**src/rtl/sparse24_pkg.sv**
```systemverilog
package sparse24_pkg;
  localparam int GROUP_SIZE = 4;
  localparam int KEEP_PER_GROUP = 2;
  localparam int POS_W = 2;

  typedef struct packed {
    logic load;
  } pruneStrobes_t;
endpackage

```
**src/rtl/pruneCtrl.sv**
```systemverilog
module pruneCtrl
  import sparse24_pkg::*;
(
  input  logic          clk,
  input  logic          rstN,
  input  logic          inValid,
  output logic          inReady,
  input  logic          outReady,
  output logic          outValid,
  output pruneStrobes_t strobes
);
  logic validQ;

  assign inReady      = !validQ || outReady;
  assign strobes.load = inValid && inReady;
  assign outValid     = validQ;

  always_ff @(posedge clk) begin
    if (!rstN) begin
      validQ <= 1'b0;
    end else if (strobes.load) begin
      validQ <= 1'b1;
    end else if (outReady) begin
      validQ <= 1'b0;
    end
  end

  AST_LOAD_SHOWS: assert property (@(posedge clk) disable iff (!rstN)
    strobes.load |=> outValid);
  AST_EMPTY_READY: assert property (@(posedge clk) disable iff (!rstN)
    !outValid |-> inReady);
  AST_STALL_HOLD: assert property (@(posedge clk) disable iff (!rstN)
    (outValid && !outReady) |=> outValid);
endmodule

```
**src/rtl/pruneDatapath.sv**
```systemverilog
module pruneDatapath
  import sparse24_pkg::*;
#(
  parameter int WEIGHT_W = 8,
  parameter int NUM_COLS = 8
) (
  input  logic                          clk,
  input  logic                          rstN,
  input  pruneStrobes_t                 strobes,
  input  logic [NUM_COLS*WEIGHT_W-1:0]  inRow,
  output logic [NUM_COLS/2*WEIGHT_W-1:0] outVals,
  output logic [NUM_COLS-1:0]           outIdx
);
  localparam int NUM_GROUPS = NUM_COLS / GROUP_SIZE;
  localparam int NUM_KEPT   = NUM_GROUPS * KEEP_PER_GROUP;
  localparam int MAG_W      = WEIGHT_W + 1;

  logic [NUM_KEPT*WEIGHT_W-1:0] nextVals;
  logic [NUM_KEPT*POS_W-1:0]    nextIdx;

  for (genvar g = 0; g < NUM_GROUPS; g++) begin : gGroup
    logic [WEIGHT_W-1:0] elem [GROUP_SIZE];
    logic [MAG_W-1:0]    mag  [GROUP_SIZE];
    logic [GROUP_SIZE-1:0] keepMask;
    logic [POS_W-1:0]    loPos;
    logic [POS_W-1:0]    hiPos;

    for (genvar e = 0; e < GROUP_SIZE; e++) begin : gElem
      assign elem[e] = inRow[(g*GROUP_SIZE+e)*WEIGHT_W +: WEIGHT_W];
      // Magnitude in one extra bit so the most negative value stays exact.
      assign mag[e] = elem[e][WEIGHT_W-1] ? (~{1'b1, elem[e]} + 1'b1)
                                          : {1'b0, elem[e]};
    end

    always_comb begin
      for (int i = 0; i < GROUP_SIZE; i++) begin
        logic [2:0] beaten;
        beaten = '0;
        for (int j = 0; j < GROUP_SIZE; j++) begin
          if (j < i) begin
            if (mag[j] >= mag[i]) beaten = beaten + 3'd1;
          end else if (j > i) begin
            if (mag[j] > mag[i]) beaten = beaten + 3'd1;
          end
        end
        keepMask[i] = (beaten < 3'(KEEP_PER_GROUP));
      end
    end

    always_comb begin
      loPos = '0;
      hiPos = '0;
      for (int e = GROUP_SIZE - 1; e >= 0; e--) begin
        if (keepMask[e]) loPos = POS_W'(e);
      end
      for (int e = 0; e < GROUP_SIZE; e++) begin
        if (keepMask[e]) hiPos = POS_W'(e);
      end
    end

    assign nextVals[(2*g)*WEIGHT_W +: WEIGHT_W]   = elem[loPos];
    assign nextVals[(2*g+1)*WEIGHT_W +: WEIGHT_W] = elem[hiPos];
    assign nextIdx[(2*g)*POS_W +: POS_W]          = loPos;
    assign nextIdx[(2*g+1)*POS_W +: POS_W]        = hiPos;

    AST_KEEP_TWO: assert property (@(posedge clk) disable iff (!rstN)
      $countones(keepMask) == KEEP_PER_GROUP);
    AST_POS_ASCEND: assert property (@(posedge clk) disable iff (!rstN)
      strobes.load |=> (outIdx[(2*g)*POS_W +: POS_W] < outIdx[(2*g+1)*POS_W +: POS_W]));
  end

  always_ff @(posedge clk) begin
    if (!rstN) begin
      outVals <= '0;
      outIdx  <= '0;
    end else if (strobes.load) begin
      outVals <= nextVals;
      outIdx  <= nextIdx;
    end
  end

  AST_HOLD_DATA: assert property (@(posedge clk) disable iff (!rstN)
    !strobes.load |=> ($stable(outVals) && $stable(outIdx)));
endmodule

```
**src/rtl/sparse24Pruner.sv**
```systemverilog
module sparse24Pruner
  import sparse24_pkg::*;
#(
  parameter int WEIGHT_W = 8,
  parameter int NUM_COLS = 8
) (
  input  logic                           clk,
  input  logic                           rstN,
  input  logic                           inValid,
  output logic                           inReady,
  input  logic [NUM_COLS*WEIGHT_W-1:0]   inRow,
  output logic                           outValid,
  input  logic                           outReady,
  output logic [NUM_COLS/2*WEIGHT_W-1:0] outVals,
  output logic [NUM_COLS-1:0]            outIdx
);
  pruneStrobes_t strobes;

  pruneCtrl uCtrl (
    .clk      (clk),
    .rstN     (rstN),
    .inValid  (inValid),
    .inReady  (inReady),
    .outReady (outReady),
    .outValid (outValid),
    .strobes  (strobes)
  );

  pruneDatapath #(
    .WEIGHT_W (WEIGHT_W),
    .NUM_COLS (NUM_COLS)
  ) uData (
    .clk     (clk),
    .rstN    (rstN),
    .strobes (strobes),
    .inRow   (inRow),
    .outVals (outVals),
    .outIdx  (outIdx)
  );
endmodule

```
**config.mk**
```make
export PLATFORM = sky130hd
export DESIGN_NAME = sparse24Pruner
export DESIGN_NICKNAME = d
export VERILOG_FILES = /design/src/rtl/sparse24_pkg.sv /design/src/rtl/pruneCtrl.sv /design/src/rtl/pruneDatapath.sv /design/src/rtl/sparse24Pruner.sv
export SDC_FILE = /design/constraint.sdc
export NUM_CORES = 1
export LEC_CHECK = 0
export BUFFER_PORTS_ARGS = -buffer_cell sky130_fd_sc_hd__buf_2
export CAP_MARGIN = 5
export CORE_MARGIN = 1.5
export CORE_UTILIZATION = 62
export DETAILED_ROUTE_END_ITERATION = 8
export GPL_TIMING_DRIVEN = 0
export HOLD_SLACK_MARGIN = 0.15
export PLACE_DENSITY = 0.86
export SETUP_SLACK_MARGIN = 0.3
export SYNTH_ARGS = -nofsm -noshare
export SYNTH_HDL_FRONTEND = slang
export SYNTH_HIERARCHICAL = 1
export SYNTH_SLANG_ARGS = --single-unit
```
**constraint.sdc**
```tcl
create_clock -name clk -period 12.85 [get_ports clk]
set_input_delay 1.9275 -clock clk [delete_from_list [all_inputs] [get_ports clk]]
set_output_delay 1.9275 -clock clk [all_outputs]
set_load 0.05 [all_outputs]
```
Word level (Yosys, flattened, before mapping)
Cells that the tools add are included.

Add/sub/neg operators: 24. Multipliers: 0. Divide/modulo/power cells: 0. Magnitude comparators: 36. Equal/unequal tests: 0. Shift operators: 0. Muxes and demuxes: 60. Bitwise logic cells: 12. Reductions and logical operators: 4.

Operators by type and width (number): $ge 9x9->1 (12); $gt 9x9->1 (12); $add 9x1->9 const B (8); $mux 9 (8); $not 9->9 (8); $bmux 8 s2 (4); $mux 8 (8); $mux 3 (16); $add 3x1->3 const B (8); $lt 3x2->1 const B (8); $mux 2 (12); $add 1x1->2 const B (8); $ge 3x3->1 const B (4); $mux 1 (12); $not 2->3 (4); $reduce_bool 2->1 (1); $logic_and 1x1->1 (1); $logic_not 1->1 (1); $logic_or 1x1->1 (1).

Bits in registers: 41. Bits in latches: 0. Memory bits (writable): 0. Bits in read-only memories: 0. Input port bits: 68. Output and inout bits: 42. Logic and storage cells: 139. Memories: 0.

Longest topological paths before layout
Gate-level depths: netlist of the first run.

Depth in word-level cells: 18. Mapped depth: 26. Mapped depth without buffers: 24.

By module
Netlist of the first run, hierarchy kept.

Modules (own cells, without submodules): pruneDatapath (instances 1, cells an instance 867, area an instance 6735.2 µm²); pruneCtrl (instances 1, cells an instance 5, area an instance 57.6 µm²).

Least setup slack after synthesis of the first run
No wires, ideal clock.

Path kind: input -> register. Start: in inRow[40]. End: reg uData.outVals[16]. Arrival time: 5.920 ns. Required time: 12.714 ns. Slack: 6.794 ns. Cell stages on the path: 23. Path buffers: 1. Cell sequence: inv_1 -> ha_1 -> nand2_1 -> o21ai_0 -> ha_1 -> nor2b_1 -> o21a_1 -> o21ai_0 -> nand2b_1 -> maj3_1 -> a21oi_1 -> maj3_1 -> nor2_1 -> a211oi_1 -> o41a_1 -> ha_1 -> nor4_1 -> o22ai_2 -> nor2b_1 -> and3_1 -> buf_2 -> a22oi_1 -> a31oi_1.

Word-level cells in the longest chain between the ends: 16. Elaborated cells between the ends (all ways): 37. Those cells by class: add/sub: 7; order compare: 10; mux: 18; bitwise: 2.

RTL lines: start, declared (line sparse24Pruner.sv:11) `input logic [NUM_COLS*WEIGHT_W-1:0] inRow,`; $not 9->9 (line pruneDatapath.sv:31) `assign mag[e] = elem[e][WEIGHT_W-1] ? (~{1'b1, elem[e]} + 1'b1)`; $add 9x1->9 (line pruneDatapath.sv:31); $mux 9 (line pruneDatapath.sv:31); $ge 9x9->1 (line pruneDatapath.sv:41) `if (mag[j] >= mag[i]) beaten = beaten + 3'd1;`; $mux 1 or $mux 3 (tied branches) (line pruneDatapath.sv:41); $add 1x1->2 or $add 3x1->3 (tied branches) (line pruneDatapath.sv:43, pruneDatapath.sv:41); $mux 3 (on tied branches) (line pruneDatapath.sv:43, pruneDatapath.sv:41); $add 3x1->3 or $lt 3x2->1 (tied branches) (line pruneDatapath.sv:43, pruneDatapath.sv:46); $mux 3 or $mux 2 (tied branches) (line pruneDatapath.sv:43, pruneDatapath.sv:54); $lt 3x2->1 or $mux 2 (tied branches) (line pruneDatapath.sv:46, pruneDatapath.sv:54); $mux 2 (2 in a row) (line pruneDatapath.sv:54) `if (keepMask[e]) loPos = POS_W'(e);`; $not 2->3 (implied by the code) (line pruneDatapath.sv:61) `assign nextVals[(2*g)*WEIGHT_W +: WEIGHT_W] = elem[loPos];`; $bmux 8 s2 (*) (line pruneDatapath.sv:61); $mux 8 (implied by the code) (*) (2 in a row) (line pruneDatapath.sv:61); end signal, assigned (line pruneDatapath.sv:77) `outVals <= nextVals;`; end, declared (line pruneDatapath.sv:11) `output logic [NUM_COLS/2*WEIGHT_W-1:0] outVals,`.

Every way passes the cells marked *; elsewhere a longest branch is shown, timed or not. The select of a mux whose other input is x is not followed. A chain may end at the register's enable or synchronous reset.

Final worst setup path of the first run
Start: in inRow[32]. End: reg uData.outVals[27].

Word-level cells in the longest chain between the ends: 17. Elaborated cells between the ends (all ways): 31. Those cells by class: add/sub: 7; order compare: 6; mux: 16; bitwise: 2.

RTL lines: $not 9->9 (line pruneDatapath.sv:31); $add 9x1->9 (line pruneDatapath.sv:31); $mux 9 (*) (line pruneDatapath.sv:31); $ge 9x9->1 (line pruneDatapath.sv:41); $mux 1 (line pruneDatapath.sv:41); $add 1x1->2 (line pruneDatapath.sv:43) `if (mag[j] > mag[i]) beaten = beaten + 3'd1;`; $mux 3 (line pruneDatapath.sv:43); $add 3x1->3 (line pruneDatapath.sv:43); $mux 3 (line pruneDatapath.sv:43); $lt 3x2->1 (line pruneDatapath.sv:46) `keepMask[i] = (beaten < 3'(KEEP_PER_GROUP));`; $mux 1 (line pruneDatapath.sv:57) `if (keepMask[e]) hiPos = POS_W'(e);`; $mux 2 (line pruneDatapath.sv:57); $mux 2 (*) (line pruneDatapath.sv:57); $not 2->3 (implied by the code) (*) (line pruneDatapath.sv:62) `assign nextVals[(2*g+1)*WEIGHT_W +: WEIGHT_W] = elem[hiPos];`; $bmux 8 s2 (*) (line pruneDatapath.sv:62); $mux 8 (implied by the code) (*) (2 in a row) (line pruneDatapath.sv:62).

Marked as above.

==> out/metrics.yaml, run 1 <==
routed_via_density: 6.35
power_density_mw_per_mm2: 105
drc_errors: 0
critPathMaxStageDelay_ns: 0.41
reg2reg_slack_ns: 10.84
routed_wl_mm: 20.3
synth_cells: 872
avgSynthCellArea_um2: 7.79
post-cts-setup-buffers: 0
grt_first_pass_wirelength_mm: 31.8
cap_violations: 0
relSlewSlack_pct: 38.6
cts-buffers-inserted: 5
setup.worst_path.end: "uData/outVals[27]"
slew_violations: 0
fin_util_pct: 71.2
crit_start: "inRow[32]"
die-height_um: 108
max_freq_ghz: 0.148
die_w_um: 108
grt_max_degree: 13
yosysSeqAreaShare_pct: 12.1
timing.final.crit_share_pct: 52.6
wl_per_cell_um: 17.8
antenna_cells: 0
rows: 38
drtIter0Drc: 694
dieArea_mm2: 0.0116
ant_nets: 0
vias: 7253
cts_tree: "yes"
crit_path_start_kind: "primary input"
syn_area_mm2: 0.00679
grt_pass1_vias: 6558
status: "finished, final reports clean"
critPathRequiredTime_ns: 13.10
peakVddDrop_v: 0.000125
cp_cell_sequence: "buf_2 -> inv_1 -> ha_1 -> nand2b_1 -> xnor2_1 -> ha_1 -> o21a_1 -> o21a_1 -> o21a_1 -> o21ai_0 -> nand2b_1 -> maj3_1 -> a21o_1 -> a21oi_1 -> o31a_1 -> ha_1 -> nor4_1 -> o22ai_2 -> buf_2 -> nand2_1 -> o22ai_1 -> nor3_1 -> o21a_1"
drive_above_1_share_pct: 16.5
synth_ff_type: "dfxtp_1"
setup_viol: 0
r2r_cells: 8
setup_tns_ns: 0
coreArea_mm2: 0.0107
cts_resized: 0
crit_arrival_ns: 7.00
ys_seq_elements: 41
io_pins: 110
final_cell_count_no_fill: 1142
worstPathBufferInverterCount: 3
start_util_pct: 63.2
hpwl_mm: 16.7
grt_overflow: 0
io_buffers: 101
p_leak_nw: 3.59
crit_type: "in -> reg"
dp_cells: 1135
cp_slowest_cell: "xnor2_1"
crit_path_max_fanout: 10
cts_sinks: 41
worst_pin_slew_ns: 0.909
grt_antenna_before_repair: 1
ys_types: 89
worstSetupPathDepth: 23
rsz0062_at_grt: "no"
dr.pass1.iters: 5
clkLatencyLatePin_ns: 0.30
yosysWarnings: 6
cts_buffer_depth: 2
cts_root_buf: "clkbuf_8"
finalHoldViolCount: 0
hold_buffers: 0
path_common_cell: "o21a_1"
path_delay_family: "compound AO/OA/AOI/OAI gates"
finClkSkew_ns: 0.00417
fin_nets: 1182
syn2layout_area_growth_pct: 12.6
reg2reg_to: "uData/outVals[8]"
htreeDepth: 2
track_usage_pct: 34.2
ys_async_sr_fraction_pct: 0
fin_crit_ns: 6.76
place.gp.congestion: 0.954
clk_pin_slew_ns: 0.08
synth-edff-count: 0
crit-reg2reg-launch: "uCtrl/outValid"
end_kind: "flop"
hold_path_class: "reg -> reg"
[power by group]
part	internal (mW)	switching (mW)
registers	0.148	0.0101
clock network	0.0425	0.0460
logic	0.204	0.353
[worst reg2reg max path: stages, from the launching register on]
cell and delay (ns):
dfxtp_1 0.34, nand2b_4 0.09, and2_4 0.13, clkbuf_1 0.34, nor2b_1 0.19, buf_2 0.24, nand2_1 0.08, a221oi_1 0.39
a311oi_1 0.09
[cell usage in the layout (no fill, tap or decap), types with 14 or more instances in the layout]
| cell type | count |
|---|---|
| ha_1 | 112 |
| clkbuf_1 | 14 |
| nand2b_1 | 34 |
| conb_1 | 24 |
| o21ai_0 | 42 |
| nor2b_1 | 21 |
| a21oi_1 | 21 |
| dfxtp_1 | 41 |
| o21a_1 | 17 |
| o22ai_1 | 20 |
| a31oi_1 | 19 |
| inv_1 | 82 |
| nor3_1 | 23 |
| nor2_1 | 37 |
| xnor2_1 | 38 |
| nand2_1 | 76 |
| buf_2 | 116 |
[sequential cells by signal, indices dropped and copies added, names as in the netlist]
name / cells
uCtrl/outValid: 1
uData/outIdx: 8
uData/outVals: 32
[layout make-up]
class,count,area [µm²]
plain buffers,37,203
clock buffers,6,82.6
clock inverters,1,7.51
fillers,926,3100
inverters,82,308
multi-input cells,734,5540
flip-flops and latches,41,821
well taps,140,175
repair buffers,101,505
[metal layers]
layer,global-route usage (%),wire (µm),vias to the layer above
li1,-,-,3467
met1,45.8,8720,3324
met2,55.5,9000,411
met3,6.05,2080,49
met4,10.6,491,2
met5,0,13,-
[cells in the mapped netlist (9+ instances only)]
| cell | count | area share (%) |
|---|---|---|
| a31oi_1 | 19 | 1.7 |
| buf_2 | 15 | 1.1 |
| nand4_1 | 13 | 1.2 |
| o21ai_0 | 42 | 3.1 |
| a22o_1 | 10 | 1.3 |
| nand2_1 | 76 | 4.2 |
| ha_1 | 112 | 21 |
| a22oi_1 | 9 | 0.99 |
| a221oi_1 | 10 | 1.3 |
| clkbuf_1 | 14 | 0.77 |
| a21boi_0 | 9 | 0.99 |
| a21oi_1 | 21 | 1.5 |
| xnor2_1 | 38 | 4.9 |
| inv_1 | 82 | 4.5 |
| nor3_1 | 23 | 1.7 |
| o21a_1 | 17 | 1.9 |
| nand2b_1 | 34 | 3.1 |
| nor2b_1 | 21 | 1.9 |
| a21o_1 | 13 | 1.4 |
| o31ai_1 | 11 | 1.2 |
| dfxtp_1 | 41 | 12 |
| nor2_1 | 37 | 2.0 |
| o22ai_1 | 20 | 1.8 |
| nand3_1 | 12 | 0.88 |
| and2_1 | 10 | 0.92 |
| a311oi_1 | 10 | 1.3 |
[per-stage QoR]
step	hold slack (ns)	total power, mW	instance area [µm²]	worst slack (ns)
2_1_floorplan	0.697	0.572	6880	6.79
3_3_place_gp	0.459	0.690	7560	5.99
3_5_place_dp	0.465	0.702	7560	5.95
4_1_cts	0.483	0.789	7650	6.25
5_1_grt	0.498	0.853	7650	5.84
6_report	0.483	0.803	7650	6.09
[logic make-up after synthesis]
| kind of cell | count (synthesis) | synth area share, % |
|---|---|---|
| other | 2 | 0.111 |
| buffers and inverters | 119 | 7.52 |
| adder cells (fa/ha/maj) | 121 | 22.0 |
| multiplexers | 2 | 0.295 |
| XOR/XNOR | 48 | 6.69 |
| flip-flops | 41 | 12.1 |
| AND/OR/NAND/NOR | 274 | 22.1 |
| AO/OA/AOI/OAI | 265 | 29.3 |
[worst min-delay path by stage]
stage	startpoint	to	slack, ns	depth (start not counted)
after global routing	uData/outIdx[4]	uData/outIdx[4]	0.50	2
after detailed placement	uData/outIdx[3]	uData/outIdx[3]	0.47	1
after global placement	uData/outIdx[0]	uData/outIdx[0]	0.46	1
after floorplan	uData/outIdx[4]	uData/outIdx[4]	0.70	2
after CTS	uData/outIdx[3]	uData/outIdx[3]	0.48	1
final	uData/outIdx[3]	uData/outIdx[3]	0.48	1
Note: power is estimated with default switching activity, not from simulation.
==> inputs of run 2 (changes only) <==
--- a/config.mk
+++ b/config.mk
@@ -5,14 +5,15 @@
 export SDC_FILE = /design/constraint.sdc
 export NUM_CORES = 1
 export LEC_CHECK = 0
+export ABC_AREA = 1
 export BUFFER_PORTS_ARGS = -buffer_cell sky130_fd_sc_hd__buf_2
 export CAP_MARGIN = 5
 export CORE_MARGIN = 1.5
-export CORE_UTILIZATION = 62
+export CORE_UTILIZATION = 54
 export DETAILED_ROUTE_END_ITERATION = 8
 export GPL_TIMING_DRIVEN = 0
 export HOLD_SLACK_MARGIN = 0.15
-export PLACE_DENSITY = 0.86
+export PLACE_DENSITY = 0.8
 export SETUP_SLACK_MARGIN = 0.3
 export SYNTH_ARGS = -nofsm -noshare
 export SYNTH_HDL_FRONTEND = slang
==> constraint.sdc (replaced) <==
create_clock -name clk -period 5.77 [get_ports clk]
set_input_delay 0.8655 -clock clk [delete_from_list [all_inputs] [get_ports clk]]
set_output_delay 0.8655 -clock clk [all_outputs]
set_load 0.05 [all_outputs]
==> out/metrics.yaml, run 2 <==
cts_tree: "yes"
net-switching-power_mw: 1.02  # +150%
ant_nets: 0  # unchanged
yosys.area.top_type_share_pct: 20.5  # -0.15 points
hpwl_mm: 17.8  # +7.1%
die_w_um: 116  # +7.3%
worst_pin_slew_ns: 0.893  # -0.0157 ns
ys_types: 51  # -43%
grt_overflow: 0  # unchanged
yosysTopAreaCell: "ha_1"
crit-reg2reg-launch: "uCtrl/outValid"
crit_start: "inRow[48]"
antenna_cells: 0  # unchanged
dieArea_mm2: 0.0134  # +15%
grt_first_pass_wirelength_mm: 33.4  # +5.0%
status: "finished, final reports clean"
hold-worst-slack_ns: 0.486  # +0.00335 ns
cap_violations: 0  # unchanged
syn2layout_area_growth_pct: 14.7
busiest_layer: "met2"
end_kind: "flop"
crit_path_start_kind: "primary input"
post-place-ws_ns: 0.791  # -5.16 ns
post-cts-setup-buffers: 0  # unchanged
synth_cells: 1128  # +29%
grt_max_degree: 14  # +1
yosysSeqAreaShare_pct: 12.0  # -0.086 points
peakVddDrop_v: 0.000134  # +7.8%
synth_common_cells: "nand2_1 (259), inv_1 (165), ha_1 (112), nand3_1 (103), nor2_1 (96)"
p_int_mw: 0.934  # +140%
grt_pass1_vias: 6842  # +4.3%
rows: 40  # +5.3%
coreArea_mm2: 0.0122  # +13%
largest_reg_flops: 32  # unchanged
path_common_cell: "nand2_1"
io_pins: 110  # unchanged
dr.pass1.iters: 6  # +1
p_sw_share_pct: 52.2  # +1.3 points
yosysWarnings: 6  # unchanged
clk_pin_slew_ns: 0.06  # -0.02 ns
min_from: "uData/outIdx[3]"
start_util_pct: 56.3  # -7.0 points
hold_buffers: 0  # unchanged
use_met3_pct: 3.61  # -2.4 points
finalHoldViolCount: 0  # unchanged
cts_resized: 0  # unchanged
wl_per_cell_um: 14.8  # -17%
timing.final.crit_share_pct: 83.8
setup_tns_ns: 0  # unchanged
htreeDepth: 2  # unchanged
rsz0062_at_grt: "no"
grt_antenna_before_repair: 0  # -1
cts_root_buf: "clkbuf_16"
setup_viol: 0  # unchanged
track_usage_pct: 31.7  # -2.5 points
clockPowerShare_pct: 16.6  # +5.6 points
drc_errors: 0  # unchanged
cts-buffers-inserted: 5  # unchanged
avgSynthCellArea_um2: 6.07  # -22%
drive_above_1_share_pct: 14.7  # -1.8 points
critPathMaxStageDelay_ns: 0.36  # -0.05 ns
final_cell_mix: "nand2_1 (259), inv_1 (165), buf_2 (112), ha_1 (112), nand3_1 (103)"
combPwrFrac_pct: 65.5  # -3.8 points
synth_ff_type: "dfxtp_1"
max_freq_ghz: 0.207
syn_area_mm2: 0.00684  # +0.72%
cp_slowest_cell: "o21ai_0"
power_density_mw_per_mm2: 249  # +140%
crit_path_max_fanout: 7  # -3
crit_type: "in -> reg"
place.gp.congestion: 1.01  # +5.4%
fin_crit_ns: 4.84
layout_setup_ws_ns: 0.932  # -5.16 ns
drtIter0Drc: 1087  # +57%
ys_seq_elements: 41  # unchanged
cts_sinks: 41  # unchanged
dp_cells: 1425  # +26%
clkLatencyLatePin_ns: 0.28  # -0.02 ns
mostFrequentLayoutCell: "nand2_1"
relSlewSlack_pct: 39.9  # +1.3 points
routed_via_density: 5.52  # -13%
fin_util_pct: 64.5  # -6.6 points
slew_violations: 0  # unchanged
finClkSkew_ns: 0.00224  # -0.00194 ns
synth.area.top_cells: "ha_1 (20%), nand2_1 (14%), dfxtp_1 (12%)"
critPathRequiredTime_ns: 5.92  # -7.18 ns
cts_buffer_depth: 2  # unchanged
synth-edff-count: 0  # unchanged
yosysMostFrequentCell: "nand2_1"
p_leak_nw: 4.41  # +23%
ys_async_sr_fraction_pct: 0  # unchanged
routed_wl_mm: 21.2  # +4.4%
fin_nets: 1444  # +22%
die-height_um: 116  # +7.3%
grt.met1_usage_pct: 43.6  # -2.2 points
top_register: "uData/outVals"
gr-usage-met2_pct: 52.1  # -3.4 points
io_buffers: 107  # +5.9%
hold_path_class: "reg -> reg"
crit_arrival_ns: 4.99  # -2.01 ns
vias: 7905  # +9.0%
seqPwrFrac_pct: 17.9  # -1.8 points
final_cell_count_no_fill: 1433  # +25%
[run 2: cell count changes after synthesis, sizes merged, moves of 22 or more]
cell    previous run  this run
a21oi             22        85
inv               82       179
nand2             77       278
nand2b            35         0
nand3             12       104
nor2              40       101
nor2b             22         0
o21ai             48        98
xnor2             39         0
[run 2: cells by family after synthesis]
| group | count (synthesis) | share of synthesized area (%) |
|---|---|---|
| compound gates | 206 | 16.6 |
| simple gates | 535 | 35.0 |
| buf+inv | 204 | 11.8 |
| xor+xnor | 28 | 4.02 |
| fa+ha+maj | 112 | 20.5 |
| flops | 41 | 12.0 |
| other cells | 2 | 0.110 |
[run 2: worst paths after layout]
kind | endpoint | slack (ns) | depth (start not counted)
worst max-delay path | uData/outVals[30] | 0.93 | 29
worst min-delay path | uData/outIdx[3] | 0.49 | 2
worst max register to register | uData/outVals[8] | 3.72 | 7
worst min register to register | uData/outIdx[3] | 0.49 | 2
[run 2: cell type report]
class,count,area [µm²]
Clock buffer,6,139
Sequential cell,41,821
Inverter,180,676
Clock inverter,2,37.5
Tap cell,168,210
Buffer,24,134
Timing Repair Buffer,107,536
Fill cell,1196,4320
Multi-Input combinational cell,905,5290
[run 2: stage by stage]
step / power, mW / instance area, µm²
2_1_floorplan: 1.28 / 6920
3_3_place_gp: 1.58 / 7670
3_5_place_dp: 1.60 / 7670
4_1_cts: 1.92 / 7850
5_1_grt: 2.10 / 7850
6_report: 1.95 / 7850
[run 2: power by group through the flow]
stage,Clock (mW),Combinational [mW],Sequential (mW)
4_1_cts,0.325,1.25,0.348
3_3_place_gp,0,1.23,0.354
5_1_grt,0.338,1.41,0.353
6_report,0.325,1.28,0.349
3_5_place_dp,0,1.24,0.353
2_1_floorplan,0,0.779,0.501
[run 2: metal layers]
metal  up-vias  wire length (µm)
li1       3951                 -
met1      3473              9170
met2       423              9350
met3        58              1990
met4         0               695
met5         -                 0
[run 2: worst max-delay path, delay by kind of cell]
kind                       cells  cell delay [ns]
and+or+nand+nor               15             1.53
adders and majority gates      3             0.84
AOI/OAI and AO/OA              5             1.02
buffers and inverters          6             0.73
